$ cat src/rtl/smh_pkg.sv
package smh_pkg;
  typedef enum logic [1:0] {
    ST_IDLE  = 2'd0,
    ST_DRAIN = 2'd1,
    ST_MEM   = 2'd2,
    ST_SLV   = 2'd3
  } arb_state_e;
endpackage

$ cat src/rtl/smh_sync.sv
module smh_sync #(
  parameter int W      = 3,
  parameter int STAGES = 2
) (
  input  logic         clk,
  input  logic         rst_n,
  input  logic [W-1:0] d_async,
  output logic [W-1:0] d_sync
);
  // Capture on the falling edge, then STAGES rising-edge flops.
  logic [W-1:0] cap_n;
  logic [W-1:0] pipe [STAGES];

  always_ff @(negedge clk or negedge rst_n) begin
    if (!rst_n) cap_n <= '0;
    else        cap_n <= d_async;
  end

  always_ff @(posedge clk or negedge rst_n) begin
    if (!rst_n) begin
      for (int i = 0; i < STAGES; i++) pipe[i] <= '0;
    end else begin
      pipe[0] <= cap_n;
      for (int i = 1; i < STAGES; i++) pipe[i] <= pipe[i-1];
    end
  end

  assign d_sync = pipe[STAGES-1];

  // a synchronized rise must have been captured on a falling edge first
  a_r2_sync_from_capture: assert property (@(posedge clk) disable iff (!rst_n)
    $rose(d_sync[0]) |-> $past(pipe[0][0]));
endmodule

$ cat src/rtl/smh_ctrl.sv
module smh_ctrl
  import smh_pkg::*;
#(
  parameter int WAIT_W     = 4,
  parameter int DRAIN_BASE = 4
) (
  input  logic              clk,
  input  logic              rst_n,
  input  logic              req_s,
  input  logic              sel_s,
  input  logic              mst_busy,
  input  logic              mst_done,
  input  logic [WAIT_W-1:0] mst_wait,
  output arb_state_e        st,
  output logic              proto_err
);
  localparam int CNT_W = $clog2(DRAIN_BASE + (1 << WAIT_W) + 1);

  arb_state_e       st_n;
  logic [CNT_W-1:0] cnt, cnt_n;
  logic             to_reg, to_reg_n;
  logic             both;
  logic             want;

  assign both = req_s && sel_s;
  assign want = to_reg ? sel_s : req_s;

  always_comb begin
    st_n     = st;
    cnt_n    = cnt;
    to_reg_n = to_reg;
    unique case (st)
      ST_IDLE: begin
        if (!both && (req_s || sel_s)) begin
          to_reg_n = sel_s;
          if (mst_busy) begin
            st_n  = ST_DRAIN;
            cnt_n = CNT_W'(DRAIN_BASE) + CNT_W'(mst_wait);
          end else begin
            st_n = sel_s ? ST_SLV : ST_MEM;
          end
        end
      end
      ST_DRAIN: begin
        if (both || !want) begin
          st_n = ST_IDLE;
        end else if (cnt == CNT_W'(1)) begin
          if (!mst_busy || mst_done) st_n = to_reg ? ST_SLV : ST_MEM;
        end else begin
          cnt_n = cnt - CNT_W'(1);
        end
      end
      ST_MEM: if (!req_s || both) st_n = ST_IDLE;
      ST_SLV: if (!sel_s || both) st_n = ST_IDLE;
      default: st_n = ST_IDLE;
    endcase
  end

  always_ff @(posedge clk or negedge rst_n) begin
    if (!rst_n) begin
      st        <= ST_IDLE;
      cnt       <= '0;
      to_reg    <= 1'b0;
      proto_err <= 1'b0;
    end else begin
      st        <= st_n;
      cnt       <= cnt_n;
      to_reg    <= to_reg_n;
      proto_err <= both;
    end
  end

  // the drain counter never sits at zero while draining
  a_r4_drain_nonzero: assert property (@(posedge clk) disable iff (!rst_n)
    (st == ST_DRAIN) |-> (cnt != '0));
  // a memory grant persists while the request stays alone
  a_r6_mem_hold: assert property (@(posedge clk) disable iff (!rst_n)
    (st == ST_MEM && req_s && !sel_s) |=> (st == ST_MEM));
  // a collision leaves the controller idle
  a_r9_err_idle: assert property (@(posedge clk) disable iff (!rst_n)
    proto_err |-> (st == ST_IDLE));
endmodule

$ cat src/rtl/smh_ack.sv
module smh_ack
  import smh_pkg::*;
(
  input  logic       clk,
  input  logic       rst_n,
  input  arb_state_e st,
  input  logic       strobe_s,
  input  logic       strobe_mode,
  output logic       host_ack
);
  logic strobe_on;
  logic ack_d;

  assign strobe_on = strobe_mode ? strobe_s : !strobe_s;
  assign ack_d     = (st == ST_MEM) || ((st == ST_SLV) && strobe_on);

  // Acknowledge launches on the falling edge of the granting state.
  always_ff @(negedge clk or negedge rst_n) begin
    if (!rst_n) host_ack <= 1'b0;
    else        host_ack <= ack_d;
  end

  // two idle cycles in a row leave no acknowledge behind
  a_r3_idle_no_ack: assert property (@(posedge clk) disable iff (!rst_n)
    (st == ST_IDLE && $past(st) == ST_IDLE) |-> !host_ack);
endmodule

$ cat src/rtl/smh_arbiter.sv
module smh_arbiter
  import smh_pkg::*;
#(
  parameter int WAIT_W      = 4,
  parameter int DRAIN_BASE  = 4,
  parameter int SYNC_STAGES = 2
) (
  input  logic              clk,
  input  logic              rst_n,
  input  logic              host_req,
  input  logic              host_sel,
  input  logic              host_strobe,
  input  logic              strobe_mode,
  input  logic              mst_busy,
  input  logic              mst_done,
  input  logic [WAIT_W-1:0] mst_wait,
  output logic              host_ack,
  output logic              mst_holdoff,
  output logic              slave_cycle,
  output logic              proto_err
);
  localparam int NSIG = 3;

  logic [NSIG-1:0] raw_in, syn;
  arb_state_e      st;

  assign raw_in = {host_strobe, host_sel, host_req};

  smh_sync #(.W(NSIG), .STAGES(SYNC_STAGES)) u_sync (
    .clk     (clk),
    .rst_n   (rst_n),
    .d_async (raw_in),
    .d_sync  (syn)
  );

  smh_ctrl #(.WAIT_W(WAIT_W), .DRAIN_BASE(DRAIN_BASE)) u_ctrl (
    .clk       (clk),
    .rst_n     (rst_n),
    .req_s     (syn[0]),
    .sel_s     (syn[1]),
    .mst_busy  (mst_busy),
    .mst_done  (mst_done),
    .mst_wait  (mst_wait),
    .st        (st),
    .proto_err (proto_err)
  );

  smh_ack u_ack (
    .clk         (clk),
    .rst_n       (rst_n),
    .st          (st),
    .strobe_s    (syn[2]),
    .strobe_mode (strobe_mode),
    .host_ack    (host_ack)
  );

  assign mst_holdoff = (st != ST_IDLE) || syn[0] || syn[1];
  assign slave_cycle = (st == ST_SLV);

  // the host never holds acknowledge while the master is free to run
  a_r10_ack_holdoff: assert property (@(posedge clk) disable iff (!rst_n)
    host_ack |-> mst_holdoff);
  // a flagged collision never coexists with a grant
  a_r9_err_no_ack: assert property (@(posedge clk) disable iff (!rst_n)
    proto_err |-> !host_ack);
endmodule

$ cat config.mk
export PLATFORM = sky130hd
export DESIGN_NAME = smh_arbiter
export DESIGN_NICKNAME = d
export VERILOG_FILES = /design/src/rtl/smh_pkg.sv /design/src/rtl/smh_sync.sv /design/src/rtl/smh_ctrl.sv /design/src/rtl/smh_ack.sv /design/src/rtl/smh_arbiter.sv
export SDC_FILE = /design/constraint.sdc
export NUM_CORES = 1
export LEC_CHECK = 0
export BUFFER_PORTS_ARGS = -buffer_cell sky130_fd_sc_hd__buf_2
export CORE_MARGIN = 5
export CORE_UTILIZATION = 53
export DETAILED_ROUTE_END_ITERATION = 10
export GPL_ROUTABILITY_DRIVEN = 0
export HOLD_SLACK_MARGIN = 0.02
export PLACE_DENSITY_LB_ADDON = 0.12
export SYNTH_ARGS = -nofsm -noshare
export SYNTH_HDL_FRONTEND = slang
export SYNTH_SLANG_ARGS = --single-unit
$ cat constraint.sdc
create_clock -name clk -period 2.2 [get_ports clk]
set_clock_uncertainty 0.05 [all_clocks]
set_input_delay 0.33 -clock clk [delete_from_list [all_inputs] [get_ports clk]]
set_output_delay 0.33 -clock clk [all_outputs]
set_load 0.03 [all_outputs]
==> flow_summary.json, run 1 <==
{
  "clk-insertion-delay-late_ns": 0.30,
  "fp.dieH_um": 51.94,
  "outcome": "complete, but fails checks",
  "grt_start_max_net_pins": 13,
  "first_pass_iters": 4,
  "die_w_um": 51.94,
  "synthTopCellsByCount": "15 x dfrtp_1, 8 x inv_1, 7 x nor2_1",
  "ir_drop_uv": 675.9,
  "power_density_mw_per_mm2": 1132,
  "rsz0062_at_grt": "true",
  "crit_required_ns": 1.82,
  "wl_per_cell_um": 13.27,
  "pre_cts_slack_ns": 0.1790,
  "n_antenna_cell": 0,
  "finalPower_w": 0.001249,
  "swShare": 0.3923,
  "layout_setup_ws_ns": -0.1176,
  "antenna_left": 0,
  "grt_pass1_vias": 670,
  "vias": 688,
  "ys_warn_count": 0,
  "whs_path_depth": 3,
  "grt_pass1_wl_mm": 2.980,
  "crit_path_cell_trace": "buf_6",
  "clk_pin_slew_ns": 0.11,
  "final_nets": 122,
  "synthTopCellsByArea": "dfrtp_1 40%, dfrtn_1 11%, ha_1 8.1%",
  "slew_violations": 0,
  "grt_use_total": 0.1574,
  "placedCellCount": 123,
  "synthesis.nets": 99,
  "r2r-start": "u_sync.d_sync[2]",
  "regMostFlops": "u_ctrl.cnt",
  "cp_top_family": "flip-flops",
  "slew-limit-headroom": 0.7289,
  "cp_num_buf_inv": 1,
  "violations": "setup timing",
  "clkPwrFrac": 0.147,
  "yosysUniqueCellTypes": 32,
  "crit_path_max_incr_delay_ns": 0.41,
  "root_buffer": "clkbuf_4",
  "synth-seq-cells": 19,
  "r2r-end": "u_ack.host_ack",
  "setup.worst_path.start_class": "flop",
  "power.switching_w": 0.0004902,
  "p_int_w": 0.0007593,
  "setup_viol": 1,
  "drc": 0,
  "vias_per_cell": 5.375,
  "combinationalPowerShare": 0.442,
  "antenna_found_initial": 0,
  "setup_tns_ns": -0.1176,
  "cts_tree": "yes",
  "ctsLongestPathBuffers": 2,
  "hold_start": "mst_wait[0]",
  "synth_cells": 81,
  "start_util": 0.5458,
  "seq_area_frac_synth": 0.5101,
  "syn_area_um2": 932.1,
  "core-area_mm2": 0.001708,
  "areaGrowthSynthToFinish_pct": 18.39,
  "io_buffer_count": 15,
  "num_rows": 15,
  "final_cells": 128,
  "yosysMostFrequentCell": "dfrtp_1",
  "place_hpwl_mm": 1.295,
  "worstMarginPinSlew_ns": 0.4066,
  "drtIter0Drc": 18,
  "crit_path_max_fanout": 1,
  "cp_slowest_cell": "dfrtn_1",
  "yosys.area.top_type": "dfrtp_1",
  "cts.sinks": 19,
  "postLayoutCellArea_mm2": 0.001104,
  "overflow": 0,
  "io_pins": 16,
  "routed_wl_mm": 1.699,
  "seq_power_share": 0.411,
  "htreeDepth": 1,
  "finalHoldViolations": 0,
  "synth-edff-count": 0,
  "drive_gt1_frac": 0.2913,
  "post_cts.repair.setup_buffers": 0,
  "arrival_ns": 1.94,
  "syn_area_per_cell_um2": 11.51,
  "power_leakage_nw": 0.5177,
  "reg2regPathDepth": 2,
  "dieArea_mm2": 0.002697,
  "end_kind": "output port",
  "dpl-instance-area_mm2": 0.001057,
  "ff2ff_setup_slack_ns": 0.30,
  "synth_top_area_share": 0.4027,
  "largest_reg_flops": 5,
  "synth-async-reset-ratio": 1.000,
  "cts_buffers": 3,
  "ys.flop_type": "dfrtp_1",
  "whs_endpoint": "u_ctrl.cnt[0]",
  "maxCapViolCount": 0,
  "path_class": "flop to output port",
  "hold_class": "primary input to flop"
}
## metrics by stage
stage	hold slack (ns)	util
floorplan	-0.01559	-
global placement	0.1607	0.6190
detailed placement	0.1619	0.6190
CTS	0.2403	0.6462
global route	0.2485	0.6462
finish	0.2404	0.6462
## what timing repair did
item	4_1_cts	5_1_grt
hold buffers	1	0
resized for setup	2	0
setup endpoints to repair	1	1
hold endpoints to repair	6	0
## cell type report
class	instances	area [um2]
inverters	8	30.03
clock buffers	3	22.52
repair buffers	20	121.4
clock inverters	1	7.507
well taps	25	31.28
fillers	142	604.3
flip-flops and latches	19	475.5
multi-input cells	52	415.4
## power groups by stage
stage | clock network [W] | logic [W] | registers [W]
2_1_floorplan | 0 | 0.000390 | 0.000532
3_3_place_gp | 0 | 0.000533 | 0.000511
3_5_place_dp | 0 | 0.000543 | 0.000515
4_1_cts | 0.000188 | 0.000557 | 0.000511
5_1_grt | 0.000209 | 0.000611 | 0.000523
6_report | 0.000183 | 0.000553 | 0.000514
## routing by layer
layer / vias to the layer above / GRT usage / wire [um]
met5: - / 0 / 0
met4: 0 / 0.09170 / 36
met3: 4 / 0.03438 / 76
met2: 16 / 0.2448 / 804
met1: 333 / 0.1993 / 782
li1: 335 / - / -
## kinds of logic (layout without fill, tap and decap cells)
family                   Yosys count  after routing  share of synthesized area
buffers and inverters             10             32                    0.04430
XOR/XNOR                           1              1                   0.009398
multiplexers                       3              3                    0.03356
adder cells (fa/ha/maj)            6              6                    0.08053
flip-flops                        19             19                     0.5101
AO/OA/AOI/OAI                     19             19                     0.1678
AND/OR/NAND/NOR                   23             23                     0.1544
## worst register-to-register path, stage by stage (launching register included)
cell     delay [ns]
dfrtp_1        0.39
xor2_1         0.13
a21oi_1        0.08
## worst max-delay path by stage
stage / from / endpoint / slack (ns) / cells past startpoint
5_1_grt: u_ack.host_ack / host_ack / -0.15 / 1
3_5_place_dp: u_ack.host_ack / host_ack / 0.18 / 1
4_1_cts: u_ack.host_ack / host_ack / -0.12 / 1
3_3_place_gp: u_ack.host_ack / host_ack / 0.18 / 1
6_report: u_ack.host_ack / host_ack / -0.12 / 1
2_1_floorplan: u_ack.host_ack / host_ack / 0.19 / 0
## layout by cell type, fill, tap and decap left out, types with 2 or more instances in the layout
| cell type | synthesis | layout |
|---|---|---|
| ha_1 | 6 | 6 |
| nor3_1 | 2 | 2 |
| buf_2 | 0 | 14 |
| nor3b_1 | 3 | 3 |
| nor2_1 | 7 | 7 |
| inv_1 | 8 | 8 |
| or3_1 | 2 | 2 |
| buf_4 | 1 | 4 |
| nand2_1 | 2 | 2 |
| a21oi_1 | 3 | 3 |
| a22oi_1 | 2 | 2 |
| dfrtn_1 | 4 | 4 |
| clkbuf_4 | 0 | 3 |
| dfrtp_1 | 15 | 15 |
| o22ai_1 | 2 | 2 |
| nand3_1 | 3 | 3 |
| mux2i_1 | 2 | 2 |
| o2bb2ai_1 | 3 | 3 |
Note: power is estimated with default switching activity, not from simulation.
==> inputs of run 2 (changes only) <==
--- a/config.mk
+++ b/config.mk
@@ -6,8 +6,12 @@
 export NUM_CORES = 1
 export LEC_CHECK = 0
 export BUFFER_PORTS_ARGS = -buffer_cell sky130_fd_sc_hd__buf_2
+export CELL_PAD_IN_SITES_DETAIL_PLACEMENT = 0
+export CELL_PAD_IN_SITES_GLOBAL_PLACEMENT = 1
+export CORE_ASPECT_RATIO = 1.4
 export CORE_MARGIN = 5
-export CORE_UTILIZATION = 53
+export CORE_UTILIZATION = 45
+export CTS_BUF_LIST = sky130_fd_sc_hd__clkbuf_4
 export DETAILED_ROUTE_END_ITERATION = 10
 export GPL_ROUTABILITY_DRIVEN = 0
 export HOLD_SLACK_MARGIN = 0.02
==> flow_summary.json, run 2 (synthesized netlist as in run 1, its figures left out) <==
{
  "io_pins": 16,
  "die_w_um": 48.47,
  "crit_path_max_incr_delay_ns": 0.41,
  "antenna_left": 0,
  "root_buffer": "clkbuf_4",
  "drc": 0,
  "final_nets": 122,
  "io_buffer_count": 15,
  "cp_num_buf_inv": 1,
  "clk-insertion-delay-late_ns": 0.30,
  "violations": "setup timing",
  "grt_pass1_wl_mm": 3.243,
  "overflow": 0,
  "power_leakage_nw": 0.5177,
  "vias": 668,
  "setup_viol": 1,
  "arrival_ns": 1.93,
  "cp_top_family": "flip-flops",
  "layout_setup_ws_ns": -0.1080,
  "rsz0062_at_grt": "true",
  "place_hpwl_mm": 1.398,
  "ctsLongestPathBuffers": 2,
  "hold_class": "primary input to flop",
  "first_pass_iters": 4,
  "slew-limit-headroom": 0.7346,
  "outcome": "complete, but fails checks",
  "crit_path_max_fanout": 1,
  "finalHoldViolations": 0,
  "setup.worst_path.start_class": "flop",
  "grt_start_max_net_pins": 13,
  "grt_use_total": 0.1329,
  "fp.dieH_um": 63.85,
  "cts_tree": "yes",
  "start_util": 0.4724,
  "maxCapViolCount": 0,
  "crit_required_ns": 1.82,
  "end_kind": "output port",
  "htreeDepth": 1,
  "cts.sinks": 19,
  "drive_gt1_frac": 0.2913,
  "largest_reg_flops": 5,
  "drtIter0Drc": 18,
  "fillers": 198,
  "ir_drop_uv": 578.0,
  "dieArea_mm2": 0.003094,
  "power_density_mw_per_mm2": 1134,
  "path_class": "flop to output port",
  "cp_slowest_cell": "dfrtn_1",
  "n_antenna_cell": 0,
  "final_cell_mix": "15 x dfrtp_1, 14 x buf_2, 8 x inv_1",
  "finalPower_w": 0.001246,
  "cts_buffers": 3,
  "vias_per_cell": 5.387,
  "grt_pass1_vias": 736,
  "post_cts.repair.setup_buffers": 0,
  "worstMarginPinSlew_ns": 0.3982,
  "layout_commonest_cell": "dfrtp_1",
  "core-area_mm2": 0.001973,
  "antenna_found_initial": 0,
  "areaGrowthSynthToFinish_pct": 17.85,
  "num_rows": 19,
  "slew_violations": 0,
  "utilization": 0.5568,
  "routed_wl_mm": 1.749,
  "crit_path_cell_trace": "buf_6",
  "clk_pin_slew_ns": 0.11,
  "wl_per_cell_um": 14.10,
  "regMostFlops": "u_ctrl.cnt"
}
## run 2: where the power goes
part | internal [W] | switching [W] | total (W)
Combinational | 0.000250 | 0.000306 | 0.000556
Sequential | 0.000440 | 0.0000723 | 0.000512
Clock | 0.0000692 | 0.000108 | 0.000178
Total | 0.000759 | 0.000487 | 0.00125
## run 2: worst paths after layout
check	startpoint	to	slack (ns)	cells past startpoint
max in group asynchronous	rst_n	u_sync.cap_n[2]	0.54	2
min in group asynchronous	rst_n	u_ctrl.cnt[2]	0.35	2
max	u_ack.host_ack	host_ack	-0.11	1
max reg2reg	u_sync.d_sync[1]	u_ctrl.to_reg	0.28	5
min reg2reg	u_sync.pipe[5]	u_sync.d_sync[2]	0.31	0
min	mst_wait[0]	u_ctrl.cnt[0]	0.22	3
## run 2: stage by stage
| step | setup WS (ns) | hold WS, ns | area [um2] | TNS [ns] | instances |
|---|---|---|---|---|---|
| 3_3_place_gp | 0.1731 | 0.1479 | 1052 | 0 | 119 |
| 3_5_place_dp | 0.1737 | 0.1491 | 1052 | 0 | 119 |
| 5_1_grt | -0.1506 | 0.2351 | 1099 | -0.1506 | 124 |
| 4_1_cts | -0.1269 | 0.2044 | 1099 | -0.1269 | 124 |
| 2_1_floorplan | 0.1874 | -0.01559 | 932.1 | 0 | 81 |
| 6_report | -0.1080 | 0.2218 | 1099 | -0.1080 | 124 |
## run 2: routing by layer
layer  share of wire  vias up  track usage  wire length [um]
li1                -      336            -                 -
met1            0.42      318       0.1462               726
met2            0.52       12       0.2337               917
met3           0.048        2      0.03023                84
met4           0.012        0      0.07071                21
met5               0        -            0                 0
## run 2: layout make-up
type	count	area (um2)	share of cell area
Inverter	8	30.03	0.02733
Sequential cell	19	475.5	0.4328
Clock buffer	3	22.52	0.02050
Clock inverter	1	7.507	0.006834
Multi-Input combinational cell	52	415.4	0.3781
Tap cell	21	26.28	0.02392
Timing Repair Buffer	20	121.4	0.1105
## run 2: what timing repair did
item                       in CTS  in global routing
hold endpoints to repair        5                  0
resized for setup               2                  0
cloned                          0                  0
hold buffers                    1                  0
setup endpoints to repair       1                  1
